File: src/rtl/pulse_verify_prog.sv
module pulse_verify_prog #(
  parameter int AW         = 8,
  parameter int DW         = 16,
  parameter int PULSE_CYC  = 12500,
  parameter int MAX_PULSES = 25
) (
  input  logic          clk,
  input  logic          rst_n,
  input  logic          start,
  input  logic [AW-1:0] first_addr,
  input  logic [AW-1:0] last_addr,
  input  logic [DW-1:0] src_word,
  input  logic [DW-1:0] mem_rdata,
  output logic [AW-1:0] mem_addr,
  output logic [DW-1:0] mem_wdata,
  output logic          prog_n,
  output logic          oe_n,
  output logic          hv_req,
  output logic          nv_req,
  output logic          done,
  output logic          fail,
  output logic [AW-1:0] fail_addr
);
  localparam int TW = $clog2(PULSE_CYC + 1);
  localparam int CW = $clog2(MAX_PULSES + 1);

  typedef enum logic [2:0] {
    S_IDLE, S_LOAD, S_PULSE, S_READ, S_ADV, S_VER, S_DONE, S_FAIL
  } state_t;

  state_t        state;
  logic [AW-1:0] addr;
  logic [TW-1:0] tcnt;
  logic [CW-1:0] pcnt;

  wire match     = (mem_rdata == src_word);
  wire at_last   = (addr == last_addr);
  wire pulse_end = (tcnt == TW'(PULSE_CYC - 1));

  always_ff @(posedge clk or negedge rst_n) begin
    if (!rst_n) begin
      state     <= S_IDLE;
      addr      <= '0;
      tcnt      <= '0;
      pcnt      <= '0;
      fail_addr <= '0;
    end else begin
      case (state)
        S_IDLE, S_DONE, S_FAIL:
          if (start) begin
            addr      <= first_addr;
            fail_addr <= '0;
            state     <= S_LOAD;
          end
        S_LOAD: begin
          tcnt  <= '0;
          pcnt  <= '0;
          state <= (src_word == '1) ? S_ADV : S_PULSE;
        end
        S_PULSE:
          if (pulse_end) begin
            tcnt  <= '0;
            pcnt  <= pcnt + 1'b1;
            state <= S_READ;
          end else begin
            tcnt <= tcnt + 1'b1;
          end
        S_READ:
          if (match) state <= S_ADV;
          else if (pcnt == CW'(MAX_PULSES)) begin
            fail_addr <= addr;
            state     <= S_FAIL;
          end else state <= S_PULSE;
        S_ADV:
          if (at_last) begin
            addr  <= first_addr;
            state <= S_VER;
          end else begin
            addr  <= addr + 1'b1;
            state <= S_LOAD;
          end
        S_VER:
          if (!match) begin
            fail_addr <= addr;
            state     <= S_FAIL;
          end else if (at_last) state <= S_DONE;
          else addr <= addr + 1'b1;
        default: state <= S_IDLE;
      endcase
    end
  end

  assign mem_addr  = addr;
  assign mem_wdata = src_word;
  assign prog_n    = (state != S_PULSE);
  assign oe_n      = !(state == S_READ || state == S_VER);
  assign hv_req    = (state == S_LOAD || state == S_PULSE || state == S_READ || state == S_ADV);
  assign nv_req    = (state == S_VER);
  assign done      = (state == S_DONE);
  assign fail      = (state == S_FAIL);


  strobe_hv_chk: assert property (@(posedge clk) disable iff (!rst_n)
    !prog_n |-> (hv_req && oe_n));

  no_contention_chk: assert property (@(posedge clk) disable iff (!rst_n)
    !(!prog_n && !oe_n));

  read_after_strobe_chk: assert property (@(posedge clk) disable iff (!rst_n)
    $rose(prog_n) |-> !oe_n);

  pulse_limit_chk: assert property (@(posedge clk) disable iff (!rst_n)
    pcnt <= CW'(MAX_PULSES));

  supply_excl_chk: assert property (@(posedge clk) disable iff (!rst_n)
    !(hv_req && nv_req));

  done_fail_excl_chk: assert property (@(posedge clk) disable iff (!rst_n)
    !(done && fail));

  done_after_ver_chk: assert property (@(posedge clk) disable iff (!rst_n)
    $rose(done) |-> $past(nv_req));
endmodule

File: config.mk
export PLATFORM = sky130hd
export DESIGN_NAME = pulse_verify_prog
export DESIGN_NICKNAME = d
export VERILOG_FILES = /design/src/rtl/pulse_verify_prog.sv
export SDC_FILE = /design/constraint.sdc
export NUM_CORES = 1
export LEC_CHECK = 0
export BUFFER_PORTS_ARGS = -buffer_cell sky130_fd_sc_hd__buf_2
export CELL_PAD_IN_SITES_DETAIL_PLACEMENT = 1
export CELL_PAD_IN_SITES_GLOBAL_PLACEMENT = 1
export CORE_MARGIN = 2
export CORE_UTILIZATION = 33
export CTS_CLUSTER_SIZE = 40
export DETAILED_ROUTE_END_ITERATION = 6
export PLACE_DENSITY = 0.77
export SYNTH_ARGS = -nofsm -noshare
export SYNTH_HDL_FRONTEND = slang
export SYNTH_SLANG_ARGS = --single-unit
File: constraint.sdc
create_clock -name clk -period 1.9 [get_ports clk]
set_input_delay 0.19 -clock clk [delete_from_list [all_inputs] [get_ports clk]]
set_output_delay 0.19 -clock clk [all_outputs]
set_load 0.02 [all_outputs]
==> impl_metrics.py, run 1 <==
metrics = {
    "floorplanning": {
        "die-area_um2": 8590,
        "die_h_um": 92.7,
        "ios": 89,
        "placementRows": 32,
        "initial_core_util": 0.338,
        "die_w_um": 92.7,
        "coreArea_um2": 7690,
    },
    "drt": {
        "routed_wirelength_um": 8960,
        "first_pass_iters": 4,
        "final_antenna_net_count": 0,
        "routedWlPerCell_um": 17.2,
        "vias": 2774,
        "initialDrtViolationCount": 85,
        "vias_per_cell": 5.31,
        "drc": 0,
    },
    "placed_design": {
        "dp_hpwl_um": 6420,
        "dp_cells": 501,
        "io_buffers": 88,
        "placed_area_um2": 3330,
        "gp_congestion": 0.846,
    },
    "cells_and_area": {
        "final_layout_size_suffix_gt1_frac": 0.417,
        "stdcell_area_um2": 3660,
        "antennaDiodeCount": 0,
        "regArea_um2": 953,
        "area_delta_synth_final_pct": 41.2,
        "fin_nets": 474,
        "final_cells": 522,
        "fin_util": 0.477,
        "final_cell_mix": "buf_2, buf_4, dfrtp_1",
        "num-fill-cells": 945,
        "layout.cells.most_common": "buf_2",
        "multiInputGateArea_um2": 1540,
    },
    "job": {
        "max_cap_viol_count": 0,
    },
    "clocking": {
        "cts_tree": "built",
        "numCtsBuffers": 5,
        "cts_max_path_buffers": 2,
        "clk_pin_slew_ps": 80,
        "cts-root-buf": "clkbuf_8",
        "clock-sinks": 38,
        "clk_latency_ps": 290,
        "htree_levels": 2,
    },
    "hold_path": {
        "hold_path.class": "in2reg",
        "whs_path_depth": 3,
        "hold-path-endpoint": "mem_addr[1]$_DFFE_PN0P_",
        "hp-start": "first_addr[1]",
    },
    "yosys": {
        "synth_async_sr_flop_share": 1.00,
        "synth.net_count": 352,
        "synth_edf_count": 0,
        "yosysUniqueCellTypes": 43,
        "syn_area_per_cell_um2": 8.74,
        "yosysTopAreaCellShare": 0.366,
        "syn_area_um2": 2590,
        "yosysWarnings": 0,
        "ys_seq_area_frac": 0.366,
        "ys_ff_latch": 38,
        "synthFlopType": "dfrtp_1",
        "synthTopCellsByArea": "dfrtp_1, xor2_1, o21ai_0",
        "syn_inst": 297,
        "yosys.area.top_type": "dfrtp_1",
    },
    "sta": {
        "grt_setup_unrepaired": "true",
        "tightestPinTransition_ps": 662,
        "final.period_utilization": 1.13,
        "fin_crit_ps": 2140,
        "slew_headroom": 0.558,
        "setup_viol": 22,
        "skew_ps": 8.97,
        "hold_ws_ps": 165,
        "drv_slew": 0,
        "fmax_ghz": 0.467,
        "hold_viol_final": 0,
        "setup_ws_ps": -240,
    },
    "run_status": {
        "violations": "setup timing",
        "status": "finished, violations left",
    },
    "setup_path": {
        "critPathRequiredTime_ps": 2070,
        "worst_setup_path_start_kind": "flop",
        "cp-end-kind": "flop",
        "critPathMaxFanout": 5,
        "worstReg2RegEnd": "tcnt[5]$_DFFE_PN0P_",
        "arrival_ps": 2310,
        "critPathKind": "reg2reg",
        "r2r_slack_ps": -240,
        "rr_worst_depth": 9,
        "r2r-start": "tcnt[0]$_DFFE_PN0P_",
    },
    "global_route": {
        "overflow": 0,
        "antenna_found_initial": 0,
        "grt_max_degree": 27,
        "grt_pass1_wl_um": 13800,
        "grtUsageTotal": 0.201,
        "grt_pass1_vias": 2837,
    },
    "power_and_ir_drop": {
        "p_total_uw": 4160,
        "power.ir.vdd_worst_mv": 0.427,
        "p_leak_uw": 0.00173,
        "power_density_nw_per_um2": 1130,
    },
}
-- Yosys cell counts (7+ instances only) --
cell,instances
inv_1,8
buf_4,17
nand3_1,15
a21oi_1,14
o21ai_0,31
a31oi_1,9
nor4_1,7
xor2_1,27
a22o_1,9
dfrtp_1,38
nand2_1,23
nand4_1,9
nor2_1,23
-- flip-flops by register name (all words and copies together) (netlist names) --
register / flops
tcnt: 14
fail_addr: 8
mem_addr: 8
pcnt: 5
state: 3
-- where the power goes --
group / total (uW) / leakage, uW / switching, uW / internal [uW]
clock network: 670 / 0.0000575 / 303 / 367
logic: 2400 / 0.00118 / 1350 / 1060
registers: 1090 / 0.000494 / 134 / 951
total: 4160 / 0.00173 / 1780 / 2370
-- worst max path at each step --
stage	start	slack, ps	end	cells past startpoint
3_3_place_gp	tcnt[0]$_DFFE_PN0P_	-60	state[1]$_DFFE_PN0P_	7
3_5_place_dp	tcnt[0]$_DFFE_PN0P_	-120	state[1]$_DFFE_PN0P_	7
4_1_cts	tcnt[1]$_DFFE_PN0P_	-140	state[1]$_DFFE_PN0P_	7
5_1_grt	tcnt[0]$_DFFE_PN0P_	-320	tcnt[5]$_DFFE_PN0P_	9
2_1_floorplan	tcnt[0]$_DFFE_PN0P_	-160	tcnt[1]$_DFFE_PN0P_	7
6_report	tcnt[0]$_DFFE_PN0P_	-240	tcnt[5]$_DFFE_PN0P_	9
-- worst max-delay path, cell delays in order, from the launching register on --
cell and delay, ps:
dfrtp_1 380, ha_2 180, or4b_4 470, nor4_4 180, or2b_4 220, buf_4 130
clkbuf_16 130, a31oi_1 50, o21ai_1 160, o41ai_1 110
-- per-stage QoR --
step                      setup WS (ps)  setup TNS, ps
after global placement            -58.9           -139
after detailed placement           -121          -1140
final                              -240          -2300
after global routing               -319          -5300
after CTS                          -142           -567
after floorplan                    -158          -1510
-- final cells by class --
cell class	count	share of cell area
repair buffers	142	0.245
clock buffers	8	0.0300
well taps	102	0.0348
multi-input cells	224	0.420
flip-flops and latches	38	0.260
inverters	8	0.00922
-- metal layers --
layer / global-route usage / share of wire
met5: 0 / 0
met4: 0.0453 / 0.010
met3: 0.0350 / 0.061
met2: 0.368 / 0.51
met1: 0.247 / 0.42
-- timing repair --
item / 4_1_cts / 5_1_grt
hold endpoints to repair: 24 / 0
gates cloned: 0 / 2
resized for setup: 23 / 18
setup endpoints to repair: 23 / 38
hold buffers: 1 / 0
setup buffers: 4 / 7
pin swaps: 4 / 11
-- cell families after synthesis --
kind of cell	share of synthesized area
AND/OR/NAND/NOR	0.221
AO/OA/AOI/OAI	0.220
flip-flops	0.366
buffers and inverters	0.0781
XOR/XNOR	0.0911
adder cells (fa/ha/maj)	0.0193
multiplexers	0.00386
No activity file was read; power rests on OpenSTA's default activity.
==> inputs of run 2 (changes only) <==
Settings changed: CELL_PAD_IN_SITES_DETAIL_PLACEMENT 1 to default, CELL_PAD_IN_SITES_GLOBAL_PLACEMENT 1 to default, CORE_UTILIZATION 33 to 45, PLACE_DENSITY 0.77 to 0.76.
==> impl_metrics.py, run 2 (same netlist as run 1, synthesis figures left out) <==
metrics = {
    "clocking": {
        "numCtsBuffers": 5,
        "cts_max_path_buffers": 2,
        "clock-sinks": 38,
        "cts-root-buf": "clkbuf_8",
        "clk_latency_ps": 290,
        "cts_tree": "built",
        "clk_pin_slew_ps": 80,
        "htree_levels": 2,
    },
    "drt": {
        "final_antenna_net_count": 0,
        "vias": 2783,
        "drc": 0,
        "met3_length_um": 602,
        "routed.top_layer": "met4",
        "met2_length_um": 3690,
        "vias_per_cell": 5.74,
        "routed_wirelength_um": 7720,
        "routedWlPerCell_um": 15.9,
        "first_pass_iters": 5,
        "initialDrtViolationCount": 126,
        "met1Wirelength_um": 3140,
    },
    "floorplanning": {
        "die-area_um2": 6390,
        "initial_core_util": 0.468,
        "ios": 89,
        "coreArea_um2": 5540,
        "die_h_um": 79.9,
        "die_w_um": 79.9,
        "placementRows": 27,
    },
    "sta": {
        "setup_ws_ps": -147,
        "fin_tns_setup_ps": -645,
        "fin_crit_ps": 2050,
        "hold_viol_final": 0,
        "fmax_ghz": 0.489,
        "final.period_utilization": 1.08,
        "drv_slew": 0,
        "setup_viol": 14,
        "slew_headroom": 0.708,
        "tightestPinTransition_ps": 438,
        "skew_ps": 2.52,
        "grt_setup_unrepaired": "true",
        "hold_ws_ps": 160,
    },
    "power_and_ir_drop": {
        "seq_power_share": 0.264,
        "p_switching_uw": 1690,
        "power_density_nw_per_um2": 1160,
        "combPwrFrac": 0.527,
        "power.ir.vdd_worst_mv": 0.535,
        "pwr-share-clk": 0.208,
        "power.internal_uw": 2410,
        "sw_frac_of_total": 0.412,
        "p_leak_uw": 0.00171,
    },
    "run_status": {
        "violations": "setup timing",
        "status": "finished, violations left",
    },
    "setup_path": {
        "worst_setup_path_start_kind": "flop",
        "critPathRequiredTime_ps": 2130,
        "critPathMaxFanout": 7,
        "arrival_ps": 2280,
        "critPathKind": "reg2reg",
        "cp-end-kind": "flop",
    },
    "cells_and_area": {
        "largest_reg_flops": 14,
        "final_cells": 485,
        "area_delta_synth_final_pct": 36.8,
        "fin_nets": 467,
        "num-fill-cells": 430,
        "final_layout_size_suffix_gt1_frac": 0.390,
        "antennaDiodeCount": 0,
        "fin_util": 0.641,
        "final_cell_mix": "buf_2, buf_4, dfrtp_1",
        "top_register": "tcnt",
        "layout.cells.most_common": "buf_2",
    },
    "global_route": {
        "overflow": 0,
        "grtUsageTotal": 0.233,
        "grt_pass1_wl_um": 11700,
        "antenna_found_initial": 0,
        "grt_pass1_vias": 2592,
        "grt_max_degree": 18,
    },
    "placed_design": {
        "place_ws_ps": -90.8,
        "gp_congestion": 0.852,
        "dp_cells": 472,
        "io_buffers": 88,
        "dp_hpwl_um": 5710,
    },
    "job": {
        "max_cap_viol_count": 0,
    },
    "hold_path": {
        "hold_path.class": "in2reg",
    },
}
-- run 2: cell types whose count changed in the layout (fill, tap and decap cells not counted), sizes merged --
cell      change
clkinvlp      -1
inv           +1
bufinv        +2
buf           -5
clkbuf        -4
-- run 2: final timing paths --
path	from	endpoint	slack (ps)	cells past startpoint
max	tcnt[1]$_DFFE_PN0P_	state[1]$_DFFE_PN0P_	-150	7
min	first_addr[1]	mem_addr[1]$_DFFE_PN0P_	160	3
max reg2reg	tcnt[1]$_DFFE_PN0P_	state[1]$_DFFE_PN0P_	-150	7
min reg2reg	tcnt[13]$_DFFE_PN0P_	tcnt[13]$_DFFE_PN0P_	490	1
max in group asynchronous	rst_n	mem_addr[2]$_DFFE_PN0P_	1080	3
min in group asynchronous	rst_n	tcnt[5]$_DFFE_PN0P_	320	2
-- run 2: critical path, cell delays in order (launching register included) --
cell       delay (ps)
dfrtp_1           360
ha_2              180
or4b_4            470
nor4_4            170
or2b_4            230
o311ai_4          140
a2111oi_4         330
a21o_1            110
-- run 2: power groups by stage --
stage	clock network [uW]	logic [uW]	registers (uW)
global placement	0	1850	1090
global route	906	2330	1110
floorplan	0	1020	1230
detailed placement	0	1900	1100
finish	856	2170	1090
CTS	863	1940	1080
-- run 2: stage by stage --
stage	total power (uW)	instance area [um^2]
global route	4340	3550
finish	4110	3550
global placement	2950	3290
detailed placement	3010	3290
CTS	3890	3470
floorplan	2240	2620
-- run 2: final cells by class --
| cell class | count | area, um^2 | share of cell area |
|---|---|---|---|
| flip-flops and latches | 38 | 952 | 0.268 |
| inverters | 8 | 35.0 | 0.00987 |
| well taps | 72 | 90.1 | 0.0254 |
| repair buffers | 135 | 808 | 0.228 |
| clock buffers | 6 | 82.6 | 0.0233 |
| clock inverters | 2 | 60.1 | 0.0169 |
| multi-input cells | 224 | 1520 | 0.429 |
-- run 2: timing repair --
| action | 4_1_cts | 5_1_grt |
|---|---|---|
| buffers inserted | 1 | 2 |
| hold endpoints to repair | 12 | 0 |
| hold buffers | 1 | 0 |
| setup endpoints to repair | 20 | 34 |
| cloned | 0 | 2 |
| pin swaps | 0 | 10 |
| resized for setup | 2 | 35 |
-- run 2: per-layer routing --
metal | GRT usage | vias to the layer above
met5 | 0 | -
met4 | 0.112 | 0
met2 | 0.409 | 158
li1 | - | 1304
met3 | 0.0339 | 22
met1 | 0.278 | 1299
